--- config.mk ---
export PLATFORM = sky130hd
export DESIGN_NAME = acq_seq
export DESIGN_NICKNAME = d
export VERILOG_FILES = /design/src/rtl/acq_pkg.sv /design/src/rtl/acq_dcnt.sv /design/src/rtl/acq_fsm.sv /design/src/rtl/acq_seq.sv
export SDC_FILE = /design/constraint.sdc
export NUM_CORES = 1
export LEC_CHECK = 0
export BUFFER_PORTS_ARGS = -buffer_cell sky130_fd_sc_hd__buf_2
export CAP_MARGIN = 30
export CORE_MARGIN = 4
export CORE_UTILIZATION = 51
export DETAILED_ROUTE_END_ITERATION = 8
export GPL_ROUTABILITY_DRIVEN = 0
export HOLD_SLACK_MARGIN = 0.06
export MAX_ROUTING_LAYER = met4
export PLACE_DENSITY = 0.79
export SKIP_CTS_REPAIR_TIMING = 1
export SYNTH_ARGS = -nofsm -noshare
export SYNTH_HDL_FRONTEND = slang
export SYNTH_SLANG_ARGS = --single-unit
--- constraint.sdc ---
create_clock -name clk_i -period 2.9 [get_ports clk_i]
set_input_delay 0.435 -clock clk_i [delete_from_list [all_inputs] [get_ports clk_i]]
set_output_delay 0.435 -clock clk_i [all_outputs]
set_load 0.03 [all_outputs]
--- src/rtl/acq_pkg.sv ---
package acq_pkg;
  typedef enum logic [2:0] {
    ST_IDLE  = 3'd0,
    ST_PRE   = 3'd1,
    ST_ARMED = 3'd2,
    ST_POST  = 3'd3,
    ST_DONE  = 3'd4
  } acq_state_e;
endpackage

--- src/rtl/acq_dcnt.sv ---
module acq_dcnt #(
  parameter int unsigned CNT_W = 16
) (
  input  logic             clk_i,
  input  logic             rst_ni,
  input  logic             load_i,
  input  logic [CNT_W-1:0] load_val_i,
  input  logic             dec_i,
  output logic             last_o
);
  logic [CNT_W-1:0] cnt_q;

  always_ff @(posedge clk_i or negedge rst_ni) begin
    if (!rst_ni)     cnt_q <= '0;
    else if (load_i) cnt_q <= load_val_i;
    else if (dec_i)  cnt_q <= cnt_q - CNT_W'(1);
  end

  // zero and one both end the phase
  assign last_o = (cnt_q <= CNT_W'(1));
endmodule

--- src/rtl/acq_fsm.sv ---
module acq_fsm
  import acq_pkg::*;
(
  input  logic       clk_i,
  input  logic       rst_ni,
  input  logic       reset_cmd_i,
  input  logic       start_i,
  input  logic       trig_i,
  input  logic       cnt_last_i,
  output logic       ld_pre_o,
  output logic       ld_post_o,
  output logic       dec_o,
  output acq_state_e state_o,
  output logic       irq_o
);
  acq_state_e state_q, state_d;
  logic       irq_q, irq_d;

  always_comb begin
    state_d   = state_q;
    irq_d     = irq_q;
    ld_pre_o  = 1'b0;
    ld_post_o = 1'b0;
    dec_o     = 1'b0;
    if (reset_cmd_i) begin
      state_d = ST_IDLE;
      irq_d   = 1'b0;
    end else if (start_i) begin
      state_d  = ST_PRE;
      irq_d    = 1'b0;
      ld_pre_o = 1'b1;
    end else begin
      unique case (state_q)
        ST_PRE: begin
          if (cnt_last_i) state_d = ST_ARMED;
          else            dec_o   = 1'b1;
        end
        ST_ARMED: begin
          if (trig_i) begin
            state_d   = ST_POST;
            ld_post_o = 1'b1;
          end
        end
        ST_POST: begin
          if (cnt_last_i) begin
            state_d = ST_DONE;
            irq_d   = 1'b1;
          end else begin
            dec_o = 1'b1;
          end
        end
        ST_DONE: state_d = ST_IDLE;
        default: state_d = ST_IDLE;
      endcase
    end
  end

  always_ff @(posedge clk_i or negedge rst_ni) begin
    if (!rst_ni) begin
      state_q <= ST_IDLE;
      irq_q   <= 1'b0;
    end else begin
      state_q <= state_d;
      irq_q   <= irq_d;
    end
  end

  assign state_o = state_q;
  assign irq_o   = irq_q;
endmodule

--- src/rtl/acq_seq.sv ---
module acq_seq
  import acq_pkg::*;
#(
  parameter int unsigned CNT_W = 16
) (
  input  logic             clk_i,
  input  logic             rst_ni,
  input  logic             reset_cmd_i,
  input  logic             start_i,
  input  logic             sw_trig_i,
  input  logic             ext_trig_i,
  input  logic             ext_trig_en_i,
  input  logic [CNT_W-1:0] pretrig_i,
  input  logic [CNT_W-1:0] posttrig_i,
  output logic             wr_en_o,
  output logic             armed_o,
  output logic             irq_o
);
  logic             trig, ld_pre, ld_post, dec, cnt_last;
  logic [CNT_W-1:0] load_val;
  acq_state_e       state;

  assign trig     = sw_trig_i | (ext_trig_i & ext_trig_en_i);
  assign load_val = ld_pre ? pretrig_i : posttrig_i;

  acq_fsm u_fsm (
    .clk_i      (clk_i),
    .rst_ni     (rst_ni),
    .reset_cmd_i(reset_cmd_i),
    .start_i    (start_i),
    .trig_i     (trig),
    .cnt_last_i (cnt_last),
    .ld_pre_o   (ld_pre),
    .ld_post_o  (ld_post),
    .dec_o      (dec),
    .state_o    (state),
    .irq_o      (irq_o)
  );

  // one counter serves both phases; they never overlap
  acq_dcnt #(.CNT_W(CNT_W)) u_cnt (
    .clk_i     (clk_i),
    .rst_ni    (rst_ni),
    .load_i    (ld_pre | ld_post),
    .load_val_i(load_val),
    .dec_i     (dec),
    .last_o    (cnt_last)
  );

  assign armed_o = (state == ST_ARMED);
  assign wr_en_o = (state == ST_PRE) || (state == ST_ARMED) || (state == ST_POST);
endmodule

==> results_dict.tcl, run 1 <==
set metrics [dict create \
    status "complete, no violations" \
    clockPowerShare_pct 23.1 \
    cp.arrival_ps 2640 \
    clockBufferDepth 2 \
    fp.coreArea_um2 2520 \
    slew_headroom_pct 46.5 \
    maxCapViolCount 0 \
    wl_mm 3.66 \
    cellPowerDensity_nw_per_um2 446 \
    ys_ff_latch 20 \
    slew_violations 0 \
    first_global_vias 1360 \
    syn_inst 161 \
    synthMuxAreaShare_pct 1.45 \
    ys_seq_area_share_pct 36.2 \
    num-nets-final 239 \
    placed_cell_area_um2 1600 \
    intPower_mw 0.483 \
    root_buffer "clkbuf_4" \
    synthAdderAreaFrac_pct 1.81 \
    fin_crit_sh_pct 84.3 \
    antenna_found_initial 0 \
    ys_types 44 \
    tightest_slew_ps 800 \
    antenna_left 0 \
    final_area_um2 1630 \
    grt_max_degree 21 \
    path_max_fanout 10 \
    tritoncts "done" \
    hpwl_mm 2.75 \
    die_h_um 60.0 \
    die_w_um 60.0 \
    synth_area_um2 1380 \
    synth_simple_gate_area_share_pct 27.2 \
    synth-compound-area-share_pct 23.7 \
    vias 1436 \
    p_sw_mw 0.245 \
    drcViolationCount 0 \
    tns_ps 0 \
    crit_path_end_kind "register" \
    yosysWarnings 0 \
    power_mw 0.728 \
    numClockSinks 20 \
    io_buffers 41 \
    drt_iter0_markers 75 \
    path_class "reg2reg" \
    ios 42 \
    combPwrFrac_pct 28.3 \
    via_per_inst 6.33 \
    avgSynthCellArea_um2 8.58 \
    wl_per_cell_um 16.1 \
    vdd_drop_max_v 0.000396 \
    clk-insertion-delay-late_ps 320 \
    ys.flop_type "dfrtp_1" \
    grt_pass1_wl_mm 6.02 \
    hold_path.class "in2async" \
    finClkSkew_ps 11.6 \
    seqPwrFrac_pct 48.6 \
    drt_pre_antenna_iters 4 \
    fill_cells 220 \
    synth-xor-area-share_pct 2.54 \
    final.min_clock_period_ps 2440 \
    p_leak_nw 0.757 \
    hold_violations 0 \
    htreeDepth 1 \
    cts_buffers 3 \
    rows 18 \
    grt_use_total_pct 23.1 \
    antenna_cells 0 \
    cts.clk_slew.worst_paths_ps 120 \
    synthToLayoutAreaGrowth_pct 18.3 \
    startpoint_type "register" \
    setup_viol 0 \
    drive_gt1_share_pct 29.4 \
    rsz0062_at_grt "no" \
    initial_core_util_pct 54.8 \
    die-area_um2 3610 \
    synthesis.nets 202 \
    synth_edf_count 0 \
    grt-ovfl-total 0 \
    synth_top_family_by_area "simple AND/OR/NAND/NOR gates" \
    async_flop_share_pct 100 \
    fmax_ghz 0.409 \
    cp.required_ps 3100 \
    netSwitchingFraction_pct 33.7 \
]
## registers in the layout, indices dropped and copies added, names as in the netlist
| signal | count |
|---|---|
| u_cnt.cnt_q | 16 |
| u_fsm.irq_o | 1 |
| u_fsm.state_o | 3 |
## area by class of cell
cell class	count	area [µm²]	share of cell area, %
clock buffer	4	36.3	2.22
sequential	20	500	30.6
timing repair buffer	46	243	14.9
tap	30	37.5	2.30
multi-input combinational	118	783	47.9
inverter	9	33.8	2.07
## path summary, 6_finish.rpt
kind / startpoint / endpoint / slack, ps / cells after the start
max: u_cnt.cnt_q[10] / u_cnt.cnt_q[11] / 460 / 5
min in group clk_i: pretrig_i[9] / u_cnt.cnt_q[9] / 350 / 3
max in group asynchronous: rst_ni / u_cnt.cnt_q[14] / 2530 / 1
min reg2reg: u_fsm.irq_o / u_fsm.irq_o / 490 / 1
min: rst_ni / u_cnt.cnt_q[5] / 40 / 1
max reg2reg: u_cnt.cnt_q[10] / u_cnt.cnt_q[11] / 460 / 5
## metrics by stage
stage          util, %  hold slack [ps]  worst slack, ps  std cells
3_3_place_gp      63.3              406              523        223
6_report          64.8             42.2              457        227
2_1_floorplan        -              139              672        161
3_5_place_dp      63.3              408              504        223
5_1_grt           64.8             69.7              332        227
4_1_cts           64.8             62.2              474        227
## routing by layer
| layer | GRT usage, % | vias to the layer above | part of all wire (%) |
|---|---|---|---|
| li1 | - | 682 | - |
| met5 | - | - | 0 |
| met3 | 3.89 | 10 | 7.0 |
| met4 | 10.4 | 0 | 2.4 |
| met1 | 28.0 | 688 | 41 |
| met2 | 37.2 | 56 | 49 |
## cell usage after synthesis (2+ instances only)
library cell | n | area share, %
nor4_1 | 6 | 2.7
nand2_1 | 9 | 2.4
ha_1 | 2 | 1.8
o21a_1 | 2 | 1.1
inv_1 | 9 | 2.4
xor2_1 | 3 | 1.9
mux2i_1 | 2 | 1.4
a31oi_1 | 4 | 1.8
o211ai_1 | 8 | 4.3
or4_1 | 8 | 4.3
nand3_1 | 5 | 1.8
nor3_1 | 6 | 2.2
or2_2 | 4 | 1.8
clkbuf_1 | 10 | 2.7
a22oi_1 | 5 | 2.7
a21oi_1 | 4 | 1.4
o22ai_1 | 2 | 0.91
or3_1 | 4 | 1.8
o311ai_0 | 3 | 1.9
a222oi_1 | 3 | 2.2
o21ai_0 | 5 | 1.8
dfrtp_1 | 20 | 36
nor2_1 | 13 | 3.5
buf_2 | 3 | 1.1
or3b_2 | 2 | 1.3
## worst max-delay path: stages, from the launching register on
cell	delay, ps
dfrtp_1	420
or3_1	410
or4_1	700
a211o_1	480
a21boi_0	180
a2bb2oi_1	140
## layout by cell type, fill, tap and decap left out, types with 2 or more instances in the layout
cell      count
ha_1          2
dfrtp_1      20
or2_2         4
nor4_1        6
o21ai_0       5
nand3_1       5
xor2_1        3
buf_2        41
o21a_1        2
or3_1         4
mux2i_1       2
buf_4         5
a222oi_1      3
o311ai_0      3
o22ai_1       2
nor2_1       13
nand2_1       9
a22oi_1       5
clkbuf_4      3
inv_1         9
or3b_2        2
o211ai_1      8
a21oi_1       4
nor3_1        6
a31oi_1       4
or4_1         8
## kinds of logic after synthesis
| kind of cell | after synthesis |
|---|---|
| compound gates | 45 |
| xor+xnor | 4 |
| fa+ha+maj | 2 |
| buf+inv | 23 |
| flops | 20 |
| mux | 2 |
| simple gates | 65 |
## power by group through the flow
| stage | sequential [mW] | clock [mW] | combinational [mW] |
|---|---|---|---|
| 5_1_grt | 0.359 | 0.181 | 0.235 |
| 4_1_cts | 0.352 | 0.168 | 0.206 |
| 6_report | 0.354 | 0.168 | 0.206 |
| 3_3_place_gp | 0.353 | 0 | 0.199 |
| 3_5_place_dp | 0.358 | 0 | 0.204 |
| 2_1_floorplan | 0.346 | 0 | 0.148 |
(Power assumes the default switching activity.)
==> run 2, diff against run 1 <==
--- a/config.mk
+++ b/config.mk
@@ -5,15 +5,16 @@
 export SDC_FILE = /design/constraint.sdc
 export NUM_CORES = 1
 export LEC_CHECK = 0
+export ABC_AREA = 1
 export BUFFER_PORTS_ARGS = -buffer_cell sky130_fd_sc_hd__buf_2
 export CAP_MARGIN = 30
 export CORE_MARGIN = 4
-export CORE_UTILIZATION = 51
+export CORE_UTILIZATION = 48
 export DETAILED_ROUTE_END_ITERATION = 8
 export GPL_ROUTABILITY_DRIVEN = 0
 export HOLD_SLACK_MARGIN = 0.06
 export MAX_ROUTING_LAYER = met4
-export PLACE_DENSITY = 0.79
+export PLACE_DENSITY = 0.76
 export SKIP_CTS_REPAIR_TIMING = 1
 export SYNTH_ARGS = -nofsm -noshare
 export SYNTH_HDL_FRONTEND = slang
==> constraint.sdc (replaced) <==
create_clock -name clk_i -period 2.1 [get_ports clk_i]
set_input_delay 0.315 -clock clk_i [delete_from_list [all_inputs] [get_ports clk_i]]
set_output_delay 0.315 -clock clk_i [all_outputs]
set_load 0.03 [all_outputs]
==> results_dict.tcl, run 2 <==
set metrics [dict create \
    status "complete, no violations" \
    vdd_drop_max_v 0.000395 \
    hold_violations 0 \
    worst_hold_slack_ps 322 \
    antenna_found_initial 0 \
    cts_buffers 3 \
    slew_violations 0 \
    wl_mm 3.98 \
    cp.buffers_inverters 2 \
    die-area_um2 4360 \
    finClkSkew_ps 14.5 \
    ys_types 24 \
    path_max_fanout 14 \
    ys_ff_latch 20 \
    numClockSinks 20 \
    synth_common_cells "127 x nand2_1, 35 x nor2_1, 27 x nand3_1" \
    power_mw 1.54 \
    antenna_left 0 \
    slowest_stage "dfrtp_1" \
    regToRegSetupSlack_ps 260 \
    fp.coreArea_um2 3130 \
    clockPowerShare_pct 21.3 \
    cts.clk_slew.worst_paths_ps 130 \
    ios 42 \
    hold_path.class "in2reg" \
    final.min_clock_period_ps 1840 \
    finalNonFillerCells 361 \
    synthToLayoutAreaGrowth_pct 18.7 \
    tightest_slew_ps 473 \
    avgSynthCellArea_um2 5.90 \
    intPower_mw 0.910 \
    initial_core_util_pct 51.7 \
    yosysWarnings 0 \
    netSwitchingFraction_pct 40.8 \
    io_buffers 41 \
    grt_pass1_wl_mm 6.70 \
    htreeDepth 1 \
    first_global_vias 1593 \
    clockBufferDepth 2 \
    place_ws_ps 269 \
    drt_iter0_markers 66 \
    grt_max_degree 22 \
    path_class "reg2reg" \
    drive_gt1_share_pct 20.2 \
    p_sw_mw 0.628 \
    tritoncts "done" \
    die_h_um 66.0 \
    rsz0062_at_grt "no" \
    combPwrFrac_pct 40.2 \
    vias 1774 \
    grt-ovfl-total 0 \
    synth_largest_area_cell "dfrtp_1" \
    top_register "u_cnt.cnt_q" \
    antenna_cells 0 \
    setup_viol 0 \
    cellPowerDensity_nw_per_um2 802 \
    seqPwrFrac_pct 38.5 \
    reg2reg_to "u_cnt.cnt_q[13]" \
    reg2reg_from "u_cnt.cnt_q[0]" \
    p_leak_nw 1.08 \
    fin_crit_sh_pct 87.7 \
    final_cell_mix "127 x nand2_1, 41 x buf_2, 35 x nor2_1, 27 x nand3_1, 20 x dfrtp_1" \
    path_cells "inv_1, ha_1, o21ai_1, nor2_2, nand2_2, nand2_4, nand2_4, clkinv_2, nand2_1, nand2_1" \
    reg2reg_depth 10 \
    clk-insertion-delay-late_ps 320 \
    drcViolationCount 0 \
    largest_register_ffs 16 \
    yosys.cell_count.top_type "nand2_1" \
    synthesis.nets 315 \
    ys.flop_type "dfrtp_1" \
    grt_use_total_pct 20.4 \
    die_w_um 66.0 \
    dp.cells 356 \
    crit_path_end_kind "register" \
    startpoint_type "register" \
    cp.required_ps 2330 \
    min_from "posttrig_i[13]" \
    holdPathStages 5 \
    synth_area_leaders "dfrtp_1 31%, nand2_1 29%, nand3_1 8.4%" \
    rows 20 \
    synth_edf_count 0 \
    final_common_cell "nand2_1" \
    setup_ws_ps 258 \
    cpPeakStageDelay_ps 420 \
    crit_family "simple AND/OR/NAND/NOR gates" \
    root_buffer "clkbuf_4" \
    cp.arrival_ps 2070 \
    syn_inst 274 \
    tns_ps 0 \
    drt_pre_antenna_iters 4 \
    via_per_inst 4.91 \
    maxCapViolCount 0 \
    wl_per_cell_um 11.0 \
    fmax_ghz 0.543 \
    num-nets-final 359 \
    yosysTopAreaCellShare_pct 31.0 \
    async_flop_share_pct 100 \
    ys_seq_area_share_pct 31.0 \
    hpwl_mm 3.00 \
    min_to "u_cnt.cnt_q[13]" \
    synth_area_um2 1620 \
    slew_headroom_pct 68.5 \
]
==> run 2: changes by cell type after synthesis, moves of 7 or more <==
cell / delta
nand2_1: +118
nand3_1: +22
nor2_1: +22
clkbuf_1: -10
inv_1: +10
o211ai_1: -8
or4_1: -8
o21ai_0: +7
==> run 2: power groups by stage <==
stage / registers [mW] / clock network (mW) / logic [mW]
after floorplan: 0.568 / 0 / 0.483
after global placement: 0.596 / 0 / 0.602
after detailed placement: 0.595 / 0 / 0.619
after CTS: 0.590 / 0.330 / 0.622
after global routing: 0.605 / 0.346 / 0.721
final: 0.592 / 0.327 / 0.618
==> run 2: stage by stage <==
step	cell area (µm²)	utilization, %
floorplan	1620	-
global placement	1860	59.3
detailed placement	1860	59.3
CTS	1910	61.0
global route	1920	61.3
finish	1920	61.3
==> run 2: worst max-delay path by stage <==
stage | startpoint | end | slack (ps) | depth (start not counted)
2_1_floorplan | u_cnt.cnt_q[0] | u_cnt.cnt_q[13] | 570 | 11
3_3_place_gp | u_cnt.cnt_q[0] | u_cnt.cnt_q[0] | 350 | 10
3_5_place_dp | u_cnt.cnt_q[0] | u_cnt.cnt_q[13] | 270 | 10
4_1_cts | u_cnt.cnt_q[0] | u_cnt.cnt_q[13] | 240 | 10
5_1_grt | u_cnt.cnt_q[0] | u_cnt.cnt_q[6] | 110 | 10
6_report | u_cnt.cnt_q[0] | u_cnt.cnt_q[13] | 260 | 10
==> run 2: worst reg2reg max path: stages (launching register included) <==
cell,delay [ps]
dfrtp_1,420
inv_1,90
ha_1,270
o21ai_1,190
nor2_2,50
nand2_2,100
nand2_4,100
nand2_4,170
clkinv_2,210
nand2_1,110
nand2_1,50
==> run 2: cells by family (layout without fill, tap and decap cells) <==
family                     Yosys count  count (layout)  share of synthesized area (%)
DFF                                 20              20                           31.0
buffers and inverters               30              73                           8.59
xor gates and xnor gates             2               2                           1.08
adders and majority gates            2               2                           1.55
AOI/OAI and AO/OA                   16              16                           4.95
and+or+nand+nor                    204             204                           52.9
==> run 2: cell type report <==
| type | count | area (µm²) |
|---|---|---|
| Multi-Input combinational cell | 224 | 977 |
| Inverter | 23 | 87.6 |
| Clock buffer | 3 | 22.5 |
| Tap cell | 44 | 55.1 |
| Fill cell | 337 | 1210 |
| Clock inverter | 1 | 30.0 |
| Timing Repair Buffer | 46 | 245 |
| Sequential cell | 20 | 500 |
==> run 2: routing by layer <==
metal / wire [µm] / vias to the layer above / GRT usage, %
li1: - / 934 / -
met1: 1820 / 811 / 24.2
met2: 1960 / 25 / 35.8
met3: 169 / 4 / 4.08
met4: 29 / 0 / 4.57
met5: 0 / - / -
